### config.mk
export PLATFORM = sky130hd
export DESIGN_NAME = bcd_rtc_core
export DESIGN_NICKNAME = d
export VERILOG_FILES = /design/src/rtl/rtc_core_pkg.sv /design/src/rtl/rtc_tick_divider.sv /design/src/rtl/rtc_bcd_wrap.sv /design/src/rtl/rtc_hour_unit.sv /design/src/rtl/rtc_calendar_unit.sv /design/src/rtl/bcd_rtc_core.sv
export SDC_FILE = /design/constraint.sdc
export NUM_CORES = 1
export LEC_CHECK = 0
export CORE_MARGIN = 10
export CORE_UTILIZATION = 50
export DETAILED_ROUTE_END_ITERATION = 16
export PLACE_DENSITY_LB_ADDON = 0.05
export SLEW_MARGIN = 10
export SYNTH_ARGS = -nofsm -noshare
export SYNTH_HDL_FRONTEND = slang
export SYNTH_SLANG_ARGS = --single-unit
### constraint.sdc
create_clock -name clk -period 2.9 [get_ports clk]
set_input_delay 0.58 -clock clk [delete_from_list [all_inputs] [get_ports clk]]
set_output_delay 0.58 -clock clk [all_outputs]
set_load 0.005 [all_outputs]
### src/rtl/rtc_core_pkg.sv
package rtc_core_pkg;

   typedef enum logic [2:0] {
      A_SEC   = 3'd0,
      A_MIN   = 3'd1,
      A_HOUR  = 3'd2,
      A_DATE  = 3'd3,
      A_MONTH = 3'd4,
      A_YEAR  = 3'd5,
      A_DOW   = 3'd6
   } reg_addr_e;

   localparam int NUM_REGS = 7;

   // Two-digit BCD increment; low digit carries 9 -> 0 into the high digit.
   function automatic logic [7:0] bcd_incr(input logic [7:0] v);
      if (v[3:0] >= 4'd9) return {v[7:4] + 4'd1, 4'd0};
      else                return {v[7:4], v[3:0] + 4'd1};
   endfunction

   // Value mod 4 of a BCD pair equals (2*tens + ones) mod 4.
   function automatic logic is_leap(input logic [7:0] yr);
      logic [1:0] s;
      s = yr[1:0] + {yr[4], 1'b0};
      return (s == 2'd0);
   endfunction

   function automatic logic [7:0] month_last_day(input logic [7:0] mon, input logic leap);
      case (mon)
         8'h02:                      return leap ? 8'h29 : 8'h28;
         8'h04, 8'h06, 8'h09, 8'h11: return 8'h30;
         default:                    return 8'h31;
      endcase
   endfunction

endpackage

### src/rtl/rtc_tick_divider.sv
module rtc_tick_divider #(
   parameter int DIV = 4
) (
   input  logic clk,
   input  logic rst_n,
   input  logic tick_in,
   input  logic clear,
   output logic sec_pulse
);
   if (DIV < 1) begin : g_bad_div
      $error("rtc_tick_divider: DIV must be at least 1");
   end

   if (DIV == 1) begin : g_direct
      logic unused_ok;
      assign unused_ok = &{1'b0, clk, rst_n, clear};
      assign sec_pulse = tick_in;
   end else begin : g_count
      localparam int CW = $clog2(DIV);
      localparam logic [CW-1:0] TERM = CW'(DIV - 1);
      logic [CW-1:0] phase_q;

      assign sec_pulse = tick_in && (phase_q == TERM);

      always_ff @(posedge clk or negedge rst_n) begin
         if (!rst_n)         phase_q <= '0;
         else if (clear)     phase_q <= '0;
         else if (sec_pulse) phase_q <= '0;
         else if (tick_in)   phase_q <= phase_q + 1'b1;
      end

      // after a phase clear the next cycle cannot complete a second
      p_phase_clear_r2: assert property (@(posedge clk) disable iff (!rst_n)
         clear |=> !sec_pulse);
   end
endmodule

### src/rtl/rtc_bcd_wrap.sv
module rtc_bcd_wrap
   import rtc_core_pkg::*;
#(
   parameter logic [7:0] LO  = 8'h00,
   parameter logic [7:0] HI  = 8'h59,
   parameter logic [7:0] RST = 8'h00
) (
   input  logic       clk,
   input  logic       rst_n,
   input  logic       inc,
   input  logic       ld,
   input  logic [7:0] ld_val,
   output logic [7:0] q,
   output logic       carry
);
   if (LO > HI) begin : g_bad_range
      $error("rtc_bcd_wrap: LO above HI");
   end

   assign carry = inc && (q >= HI);

   always_ff @(posedge clk or negedge rst_n) begin
      if (!rst_n)     q <= RST;
      else if (ld)    q <= ld_val;
      else if (carry) q <= LO;
      else if (inc)   q <= bcd_incr(q);
   end

   // counting past the top value returns to the bottom value
   p_wrap_to_lo_r3: assert property (@(posedge clk) disable iff (!rst_n)
      (inc && !ld && q == HI) |=> (q == LO));
endmodule

### src/rtl/rtc_hour_unit.sv
module rtc_hour_unit
   import rtc_core_pkg::*;
(
   input  logic       clk,
   input  logic       rst_n,
   input  logic       inc,
   input  logic       ld,
   input  logic [7:0] ld_val,
   output logic [7:0] q,
   output logic       day_carry
);
   localparam logic [7:0] RST_HOUR = 8'h12;  // 12-hour format, 12 AM

   logic       mode24;
   logic       pm;
   logic [7:0] nxt;
   logic [7:0] inc24;
   logic [7:0] inc12;

   assign mode24 = q[7];
   assign pm     = q[5];
   assign inc24  = bcd_incr({2'b00, q[5:0]});
   assign inc12  = bcd_incr({3'b000, q[4:0]});

   always_comb begin
      day_carry = 1'b0;
      if (mode24) begin
         if (q[5:0] >= 6'h23) begin
            nxt       = 8'h80;
            day_carry = inc;
         end else begin
            nxt = {2'b10, inc24[5:0]};
         end
      end else begin
         if (q[4:0] == 5'h11) begin
            nxt       = {2'b00, ~pm, 5'h12};
            day_carry = inc && pm;
         end else if (q[4:0] >= 5'h12) begin
            nxt = {2'b00, pm, 5'h01};
         end else begin
            nxt = {2'b00, pm, inc12[4:0]};
         end
      end
   end

   always_ff @(posedge clk or negedge rst_n) begin
      if (!rst_n)   q <= RST_HOUR;
      else if (ld)  q <= ld_val;
      else if (inc) q <= nxt;
   end

   // 23 -> 00 in 24-hour mode carries into the date
   p_h24_wrap_r4: assert property (@(posedge clk) disable iff (!rst_n)
      (inc && !ld && q == 8'hA3) |=> (q == 8'h80));
   p_h24_carry_r4: assert property (@(posedge clk) disable iff (!rst_n)
      (inc && q == 8'hA3) |-> day_carry);
   // 11 -> 12 flips the PM flag; 11 PM carries into the date
   p_pm_toggle_r5: assert property (@(posedge clk) disable iff (!rst_n)
      (inc && !ld && !mode24 && q[4:0] == 5'h11) |=> (q[5] != $past(q[5])));
   p_pm_carry_r5: assert property (@(posedge clk) disable iff (!rst_n)
      (inc && q == 8'h31) |-> day_carry);
   p_am_no_carry_r5: assert property (@(posedge clk) disable iff (!rst_n)
      (q == 8'h11) |-> !day_carry);
endmodule

### src/rtl/rtc_calendar_unit.sv
module rtc_calendar_unit
   import rtc_core_pkg::*;
(
   input  logic       clk,
   input  logic       rst_n,
   input  logic       inc,
   input  logic       ld_date,
   input  logic       ld_month,
   input  logic       ld_dow,
   input  logic [7:0] ld_val,
   input  logic [7:0] year,
   output logic [7:0] date,
   output logic [7:0] month,
   output logic [2:0] dow,
   output logic       year_carry
);
   localparam logic [2:0] DOW_LAST = 3'd6;

   logic [7:0] last_day;
   logic       month_end;
   logic       month_wrap;

   assign last_day   = month_last_day(month, is_leap(year));
   assign month_end  = inc && (date >= last_day);
   assign month_wrap = month_end && (month >= 8'h12);
   assign year_carry = month_wrap;

   always_ff @(posedge clk or negedge rst_n) begin
      if (!rst_n)         date <= 8'h01;
      else if (ld_date)   date <= ld_val;
      else if (month_end) date <= 8'h01;
      else if (inc)       date <= bcd_incr(date);
   end

   always_ff @(posedge clk or negedge rst_n) begin
      if (!rst_n)          month <= 8'h01;
      else if (ld_month)   month <= ld_val;
      else if (month_wrap) month <= 8'h01;
      else if (month_end)  month <= bcd_incr(month);
   end

   always_ff @(posedge clk or negedge rst_n) begin
      if (!rst_n)      dow <= 3'd0;
      else if (ld_dow) dow <= ld_val[2:0];
      else if (inc)    dow <= (dow >= DOW_LAST) ? 3'd0 : dow + 3'd1;
   end

   // day of week wraps 6 -> 0
   p_dow_wrap_r9: assert property (@(posedge clk) disable iff (!rst_n)
      (inc && !ld_dow && dow == DOW_LAST) |=> (dow == 3'd0));
   // leap February reaches the 29th
   p_feb_leap_r7: assert property (@(posedge clk) disable iff (!rst_n)
      (inc && !ld_date && !ld_month && month == 8'h02 && date == 8'h28 && is_leap(year))
      |=> (date == 8'h29));
   // December 31 carries into the year
   p_year_carry_r8: assert property (@(posedge clk) disable iff (!rst_n)
      (inc && month == 8'h12 && date == 8'h31) |-> year_carry);
   // a 30-day month never shows the 31st after an advance
   p_short_month_r6: assert property (@(posedge clk) disable iff (!rst_n)
      (inc && !ld_date && !ld_month && month == 8'h04 && date == 8'h30)
      |=> (date == 8'h01 && month == 8'h05));
endmodule

### src/rtl/bcd_rtc_core.sv
module bcd_rtc_core
   import rtc_core_pkg::*;
#(
   parameter int TICKS_PER_SEC = 4
) (
   input  logic       clk,
   input  logic       rst_n,
   input  logic       tick_in,
   input  logic       wr_en,
   input  logic [2:0] wr_addr,
   input  logic [7:0] wr_data,
   input  logic [2:0] rd_addr,
   output logic [7:0] rd_data
);
   localparam int AW = 3;

   if (NUM_REGS > (1 << AW)) begin : g_bad_map
      $error("bcd_rtc_core: register map exceeds address space");
   end

   logic [NUM_REGS-1:0] ld_vec;
   logic       sec_pulse, adv;
   logic       c_sec, c_min, c_day, c_year, c_unused;
   logic [7:0] sec_q, min_q, hour_q, date_q, month_q, year_q;
   logic [2:0] dow_q;

   for (genvar i = 0; i < NUM_REGS; i++) begin : g_dec
      assign ld_vec[i] = wr_en && (wr_addr == AW'(i));
   end

   assign adv = sec_pulse && !wr_en;

   rtc_tick_divider #(.DIV(TICKS_PER_SEC)) u_div (
      .clk(clk), .rst_n(rst_n), .tick_in(tick_in),
      .clear(ld_vec[A_SEC]), .sec_pulse(sec_pulse));

   rtc_bcd_wrap #(.LO(8'h00), .HI(8'h59), .RST(8'h00)) u_sec (
      .clk(clk), .rst_n(rst_n), .inc(adv), .ld(ld_vec[A_SEC]),
      .ld_val(wr_data), .q(sec_q), .carry(c_sec));

   rtc_bcd_wrap #(.LO(8'h00), .HI(8'h59), .RST(8'h00)) u_min (
      .clk(clk), .rst_n(rst_n), .inc(c_sec), .ld(ld_vec[A_MIN]),
      .ld_val(wr_data), .q(min_q), .carry(c_min));

   rtc_hour_unit u_hour (
      .clk(clk), .rst_n(rst_n), .inc(c_min), .ld(ld_vec[A_HOUR]),
      .ld_val(wr_data), .q(hour_q), .day_carry(c_day));

   rtc_calendar_unit u_cal (
      .clk(clk), .rst_n(rst_n), .inc(c_day),
      .ld_date(ld_vec[A_DATE]), .ld_month(ld_vec[A_MONTH]), .ld_dow(ld_vec[A_DOW]),
      .ld_val(wr_data), .year(year_q),
      .date(date_q), .month(month_q), .dow(dow_q), .year_carry(c_year));

   rtc_bcd_wrap #(.LO(8'h00), .HI(8'h99), .RST(8'h00)) u_year (
      .clk(clk), .rst_n(rst_n), .inc(c_year), .ld(ld_vec[A_YEAR]),
      .ld_val(wr_data), .q(year_q), .carry(c_unused));

   always_comb begin
      case (rd_addr)
         A_SEC:   rd_data = sec_q;
         A_MIN:   rd_data = min_q;
         A_HOUR:  rd_data = hour_q;
         A_DATE:  rd_data = date_q;
         A_MONTH: rd_data = month_q;
         A_YEAR:  rd_data = year_q;
         A_DOW:   rd_data = {5'b00000, dow_q};
         default: rd_data = 8'h00;
      endcase
   end

   // a write to another register leaves the seconds untouched
   p_write_blocks_r11: assert property (@(posedge clk) disable iff (!rst_n)
      (wr_en && wr_addr != A_SEC) |=> (sec_q == $past(sec_q)));
   // a write lands in its register on the next cycle
   p_write_lands_r10: assert property (@(posedge clk) disable iff (!rst_n)
      (wr_en && wr_addr == A_MONTH) |=> (month_q == $past(wr_data)));
endmodule

Yosys cells after proc, flatten, opt, wreduce, memory -nomap -nowiden
Index checks and enable logic that the tools add are counted.
{"block": "op_classes", "n_lt_le_gt_ge": 14, "n_mux": 40, "mul": 0, "n_reduce_logical": 42, "shift": 0, "add_sub_neg": 16, "div": 0, "n_bitwise": 1, "eq_ne": 20}
{"cell": "$mux W8", "n": 24}
{"cell": "$pmux W8 S7", "n": 1}
{"cell": "$add A4 B1 Y4 const B", "n": 11}
{"cell": "$reduce_bool A3 Y1", "n": 12}
{"cell": "$ge A4 B4 Y1 const B", "n": 6}
{"cell": "$eq A3 B3 Y1 const B", "n": 6}
{"cell": "$eq A8 B3 Y1 const B", "n": 2}
{"cell": "$ge A8 B7 Y1 const B", "n": 2}
{"cell": "$pmux W8 S2", "n": 1}
{"cell": "$logic_and A1 B1 Y1", "n": 15}
{"cell": "$eq A3 B2 Y1 const B", "n": 4}
{"cell": "$mux W6", "n": 2}
{"cell": "$mux W5", "n": 2}
{"cell": "$reduce_and A2 Y1", "n": 5}
{"cell": "$mux W3", "n": 3}
{"cell": "$eq A8 B2 Y1 const B", "n": 1}
{"cell": "$eq A8 B4 Y1 const B", "n": 1}
{"cell": "$eq A8 B5 Y1 const B", "n": 1}
{"cell": "$ge A8 B5 Y1 const B", "n": 1}
{"cell": "$ge A8 B8 Y1", "n": 1}
{"cell": "$ge A8 B8 Y1 const B", "n": 1}
{"cell": "$eq A3 B1 Y1 const B", "n": 2}
{"cell": "$ge A6 B6 Y1 const B", "n": 1}
{"cell": "$logic_not A3 Y1", "n": 2}
{"cell": "other kinds (18)", "n": 26}
{"block": "totals", "n_memories": 0, "mem_bits_rw": 0, "mem_bits_ro": 0, "ff_bits": 53, "latch_bits": 0, "elab_cells": 148}

Logic depth before layout (Yosys ltp)
{"block": "depth", "word_depth": 13, "mapped_depth": 15, "depth_no_buf": 14}

Hierarchy
From an unflattened synthesis, not the netlist that was laid out.
{"block": "hier_totals", "hier_cells": 541, "hier_area_um2": 4822.1}
{"mod": "rtc_calendar_unit", "n_inst": 1, "area_each_um2": 1614.0, "cells_per_inst": 177}
{"mod": "rtc_bcd_wrap (u_min ...)", "n_inst": 2, "area_each_um2": 583.1, "cells_per_inst": 64}
{"mod": "rtc_hour_unit", "n_inst": 1, "area_each_um2": 739.5, "cells_per_inst": 79}
{"mod": "rtc_bcd_wrap (u_year)", "n_inst": 1, "area_each_um2": 659.4, "cells_per_inst": 76}
{"mod": "bcd_rtc_core", "n_inst": 1, "area_each_um2": 533.0, "cells_per_inst": 71}
{"mod": "rtc_tick_divider", "n_inst": 1, "area_each_um2": 110.1, "cells_per_inst": 10}

Least setup slack after synthesis
OpenSTA, ideal clock, no wires.
{"block": "synth_timing", "path_kind": "flip-flop to flip-flop", "from": "reg u_cal.month[0]", "to": "reg u_cal.month[4]", "stages_incl_launch_ff": 16, "n_path_buf": 1, "required_time_ps": 2823, "arrival_ps": 3047, "slack_ps": -225, "path_cell_list": "dfstp_2 -> inv_1 -> ha_1 -> o211ai_1 -> a21oi_1 -> a31oi_1 -> nor3_1 -> a21oi_1 -> ha_1 -> nor4b_1 -> o221a_2 -> a211oi_2 -> and2_0 -> clkbuf_1 -> o311a_1 -> a21oi_1"}
{"block": "synth_via", "elab_chain_len": 8, "elab_cells_between_ends": 17, "classes_between": "order compare (3); eq/ne (5); mux (3); reduce/logical (6)"}
{"item": "start: declaration", "line": "rtc_calendar_unit.sv:13", "rtl": "output logic [7:0] month,"}
{"item": "start signal: assignment", "line": "rtc_calendar_unit.sv:37", "rtl": "else if (ld_month) month <= ld_val;"}
{"item": "start signal: assignment", "line": "rtc_calendar_unit.sv:39", "rtl": "else if (month_end) month <= bcd_incr(month);"}
{"item": "$eq A8 B3 Y1, or another cell as far along", "line": "rtc_core_pkg.sv:29", "rtl": "case (mon)"}
{"item": "$reduce_or A4 Y1", "line": "rtc_core_pkg.sv:29"}
{"item": "$pmux W8 S2", "line": "rtc_core_pkg.sv:29"}
{"item": "$ge A8 B8 Y1", "line": "rtc_calendar_unit.sv:24", "rtl": "assign month_end = inc && (date >= last_day);"}
{"item": "$logic_and A1 B1 Y1", "line": "rtc_calendar_unit.sv:24"}
{"item": "$logic_and A1 B1 Y1", "line": "rtc_calendar_unit.sv:25", "rtl": "assign month_wrap = month_end && (month >= 8'h12);"}
{"item": "$reduce_bool A3 Y1 (no source line) or $mux W8 (tied branches)"}
{"item": "$reduce_and A2 Y1 (no source line) or $mux W8 (tied branches)"}
Several ways; a longest one is shown, not always the timed one.
A chain may end at the register's enable or synchronous reset.

Worst setup path after layout
{"block": "layout_timing", "from": "reg u_cal.month[0]", "to": "reg u_year.q[3]"}
{"block": "layout_via", "elab_chain_len": 9, "elab_cells_between_ends": 15, "classes_between": "order compare (2); eq/ne (5); mux (3); reduce/logical (5)"}
{"item": "$eq A8 B3 Y1, or another cell as far along", "line": "rtc_core_pkg.sv:29"}
{"item": "$reduce_or A4 Y1", "line": "rtc_core_pkg.sv:29"}
{"item": "$pmux W8 S2", "line": "rtc_core_pkg.sv:29"}
{"item": "$ge A8 B8 Y1", "line": "rtc_calendar_unit.sv:24"}
{"item": "$logic_and A1 B1 Y1", "line": "rtc_calendar_unit.sv:24"}
{"item": "$logic_and A1 B1 Y1 *", "line": "rtc_calendar_unit.sv:25"}
{"item": "$logic_and A1 B1 Y1", "line": "rtc_bcd_wrap.sv:20", "rtl": "assign carry = inc && (q >= HI);"}
{"item": "$mux W8", "line": "rtc_bcd_wrap.sv:25", "rtl": "else if (carry) q <= LO;"}
{"item": "$mux W8", "line": "rtc_bcd_wrap.sv:24", "rtl": "else if (ld) q <= ld_val;"}
{"item": "end signal: assignment", "line": "rtc_bcd_wrap.sv:24"}
{"item": "end signal: assignment", "line": "rtc_bcd_wrap.sv:26", "rtl": "else if (inc) q <= bcd_incr(q);"}
{"item": "end: declaration", "line": "rtc_bcd_wrap.sv:13", "rtl": "output logic [7:0] q,"}
Every way passes the cells marked *; elsewhere a longest branch is shown, timed or not.

==> flow_summary_export.csv <==
group,metric,value,unit
critical_path,crit_family,"compound AO/OA/AOI/OAI gates",
timing,finalSetupViolCount,23,
timing,worstMarginPinSlew,0.943,ns
floorplan,die_y,112,µm
global_routing,grt_overflow,0,
cells_and_area,n_antenna_cell,0,
cts,cts.sinks,53,
cells_and_area,layout-drive-gt1-share,25.4,%
timing,finalCriticalPeriod,3.16,ns
place,pre_cts_slack,-0.252,ns
routing,vias,4195,
floorplan,initial_core_util,51.1,%
run_status,violations,"setup timing",
cells_and_area,nNetsFinal,615,
cts,clk_latency,0.31,ns
synth,synth-seq-cells,53,
cts,cts_tree,"built",
cells_and_area,mostFrequentLayoutCells,"buf_4 (51), dfrtp_1 (49), nand2_1 (47), nor2_1 (40), ha_1 (34)",
cts,clkTransAtPathRegs,0.09,ns
synth,ys.flop_type,"dfrtp_1",
floorplan,die_w,112,µm
global_routing,grt_max_degree,35,
synth,synth_top_family_by_area,"compound AO/OA/AOI/OAI gates",
synth,muxShareOfSynthArea,6.46,%
routing,drc,0,
global_routing,use_met2,33.3,%
critical_path,r2r_setup_slack,-0.26,ns
floorplan,die_area,0.0125,mm²
routing,wl_per_cell,20.4,µm
power,ir_drop,316,µV
routing,via_per_inst,6.31,
cells_and_area,syn2layout_area_growth,29.0,%
critical_path,critPathBufInv,1,
routing,drt_iter0_drc,402,
power,power_frac_seq,39.2,%
cts,htreeDepth,2,
synth,synth_area_per_cell,8.61,µm²
cts,clk_path_buf_depth,2,
synth,synth-simple-area-share,20.5,%
timing,setup_ws,-0.262,ns
synth,synth-compound-area-share,24.2,%
routing,wl,13600,µm
run_status,outcome,"complete, but fails checks",
critical_path,crit_path_max_incr_delay,0.58,ns
power,power_switching,1.44,mW
power,switching_share,42.0,%
global_routing,grt_pass1_wl,21200,µm
hold_path,worstHoldPathType,"in2async",
place,post-dp-hpwl,9840,µm
critical_path,worstPathRequired,3.13,ns
timing,rsz0062_at_grt,"true",
power,p_int,1.98,mW
synth,synthXorXnorAreaFrac,1.04,%
timing,holdWs,0.230,ns
timing,slew_viol_final,0,
critical_path,critical_path.startpoint_type,"register",
timing,fin_skew,0.00734,ns
synth,ys_types,76,
power,p_clk_share,12.3,%
global_routing,grt.met1_usage,27.8,%
floorplan,io_pins,26,
critical_path,crit_top_cell,"a31oi_1",
global_routing,grt_usage,20.5,%
cells_and_area,fillers,678,
synth,async_flop_share,100,%
timing,fin_crit_sh,109,%
place,port_buffers,25,
synth,yosysWarnings,0,
floorplan,core-area,0.00822,mm²
synth,synthAdderAreaFrac,11.3,%
cts,numCtsBuffers,5,
power,p_leak,2.35,nW
floorplan,fp-row-count,33,
critical_path,cp-end-kind,"register",
critical_path,cp_max_fo,3,
synth,synth_cells,488,
global_routing,grt_busiest_layer,"met2",
cells_and_area,final_common_cell,"buf_4",
timing,relSlewSlack,36.6,%
routing,ant_nets,0,
cells_and_area,fin_util,66.0,%
critical_path,cp_cell_sequence,"inv_2, ha_2, o211ai_1, a21oi_1, a31oi_1, nor3_2, nor2_1, ha_1, a21oi_2, o221a_2, a211oi_2, nand2_1, or4_1, a31oi_1",
routing,first_pass_iters,6,
critical_path,crit_slowest_cell,"dfstp_2",
critical_path,crit_type,"reg2reg",
synth,synth-edff-count,0,
place,place_congestion,0.897,
global_routing,grt_pass1_vias,3916,
synth,synth_nets,544,
run,drv_cap,0,
cts,postCtsHoldBufs,0,
critical_path,cp_data_arrival_time,3.39,ns
synth,synth_seq_area_share,31.7,%
power,p_comb_share,48.6,%
timing,hold_viol_final,0,
timing,max_freq,0.316,GHz
global_routing,antenna_found_initial,0,
power,p_per_area,630,mW/mm²
global_routing,use_met3,2.95,%
cts,cts_root_buf,"clkbuf_8",
synth,syn_area,0.00420,mm²
[power groups by stage]
stage / clock network, mW / logic, mW / registers, mW
6_report: 0.419 / 1.66 / 1.34
2_1_floorplan: 0 / 0.963 / 1.20
3_3_place_gp: 0 / 1.40 / 1.32
4_1_cts: 0.430 / 1.49 / 1.32
3_5_place_dp: 0 / 1.44 / 1.33
5_1_grt: 0.461 / 1.84 / 1.38
[cells by family (layout without fill, tap and decap cells)]
logic type	count (synthesis)	after routing
AO/OA/AOI/OAI	151	151
XOR/XNOR	5	5
adder cells (fa/ha/maj)	38	38
buffers and inverters	49	121
flip-flops	53	53
multiplexers	23	23
AND/OR/NAND/NOR	169	169
[worst register-to-register path: stages (launching register included)]
cell      delay (ns)
dfstp_2         0.58
inv_2           0.07
ha_2            0.18
o211ai_1        0.16
a21oi_1         0.08
a31oi_1         0.22
nor3_2          0.09
nor2_1          0.16
ha_1            0.21
a21oi_2         0.08
o221a_2         0.29
a211oi_2        0.19
nand2_1         0.14
or4_1           0.51
a31oi_1         0.14
[repair_timing]
action	4_1_cts	5_1_grt
gates resized for setup	21	48
setup endpoints to repair	31	26
pin swaps	15	22
gates cloned	1	0
buffers inserted	1	13
[metal layers]
metal  wire length [µm]  share of wire [%]
met1               5660                 42
met2               6440                 47
met3               1090                8.0
met4                374                2.8
met5                  0                  0
[cell usage after synthesis, types with 3 or more instances]
cell	number	area share (%)
o31ai_1	3	0.54
nand2_1	47	4.2
a22oi_1	14	2.5
nor3_1	12	1.4
nand4b_1	5	1.0
or2_2	3	0.45
inv_1	27	2.4
nor2_1	42	3.8
mux2_2	13	3.5
clkbuf_1	16	1.4
nand3b_1	5	0.89
a221o_1	3	0.71
o21ai_0	39	4.6
a2bb2oi_1	3	0.63
a21oi_1	22	2.6
a31oi_1	18	2.7
dfrtp_1	49	29
a22o_1	7	1.5
buf_2	3	0.36
nand3_1	16	1.9
or4_1	3	0.54
and3_1	6	0.89
ha_1	38	11
o31a_1	3	0.63
mux2i_1	8	1.9
o22ai_1	5	0.74
nor2b_1	6	0.89
dfstp_2	4	2.5
xnor2_1	4	0.83
[area by class of cell]
class	instances	area, µm²	area share [%]
multi-input combinational	386	2990	55.1
sequential	53	1330	24.6
timing repair buffer	86	788	14.5
tap	105	131	2.42
inverter	27	101	1.87
clock buffer	7	76.3	1.41
clock inverter	1	5.00	0.0923
[sequential cells by signal (all words and copies together), names as in the netlist]
name                   count
u_cal.date                 8
u_cal.dow                  3
u_cal.month                8
u_div.g_count.phase_q      2
u_hour.q                   8
u_min.q                    8
u_sec.q                    8
u_year.q                   8
[metrics by stage]
step                TNS, ns  instance area [µm²]  power [mW]  cells
floorplan           -0.0821                 4250        2.17    488
global placement      -1.12                 4900        2.72    645
detailed placement    -3.15                 4900        2.77    645
global route          -8.16                 5420        3.68    665
CTS                   -1.58                 5110        3.24    655
finish                -3.88                 5420        3.42    665
[worst paths after layout]
kind / startpoint / endpoint / cells after the start
max: u_cal.month[0] / u_year.q[3] / 14
min: rst_n / u_year.q[4] / 1
max reg2reg: u_cal.month[0] / u_year.q[3] / 14
min reg2reg: u_div.g_count.phase_q[1] / u_div.g_count.phase_q[1] / 2
max in group asynchronous: rst_n / u_hour.q[4] / 2
min in group clk: u_div.g_count.phase_q[1] / u_div.g_count.phase_q[1] / 2
No activity file was read; power rests on OpenSTA's default activity.
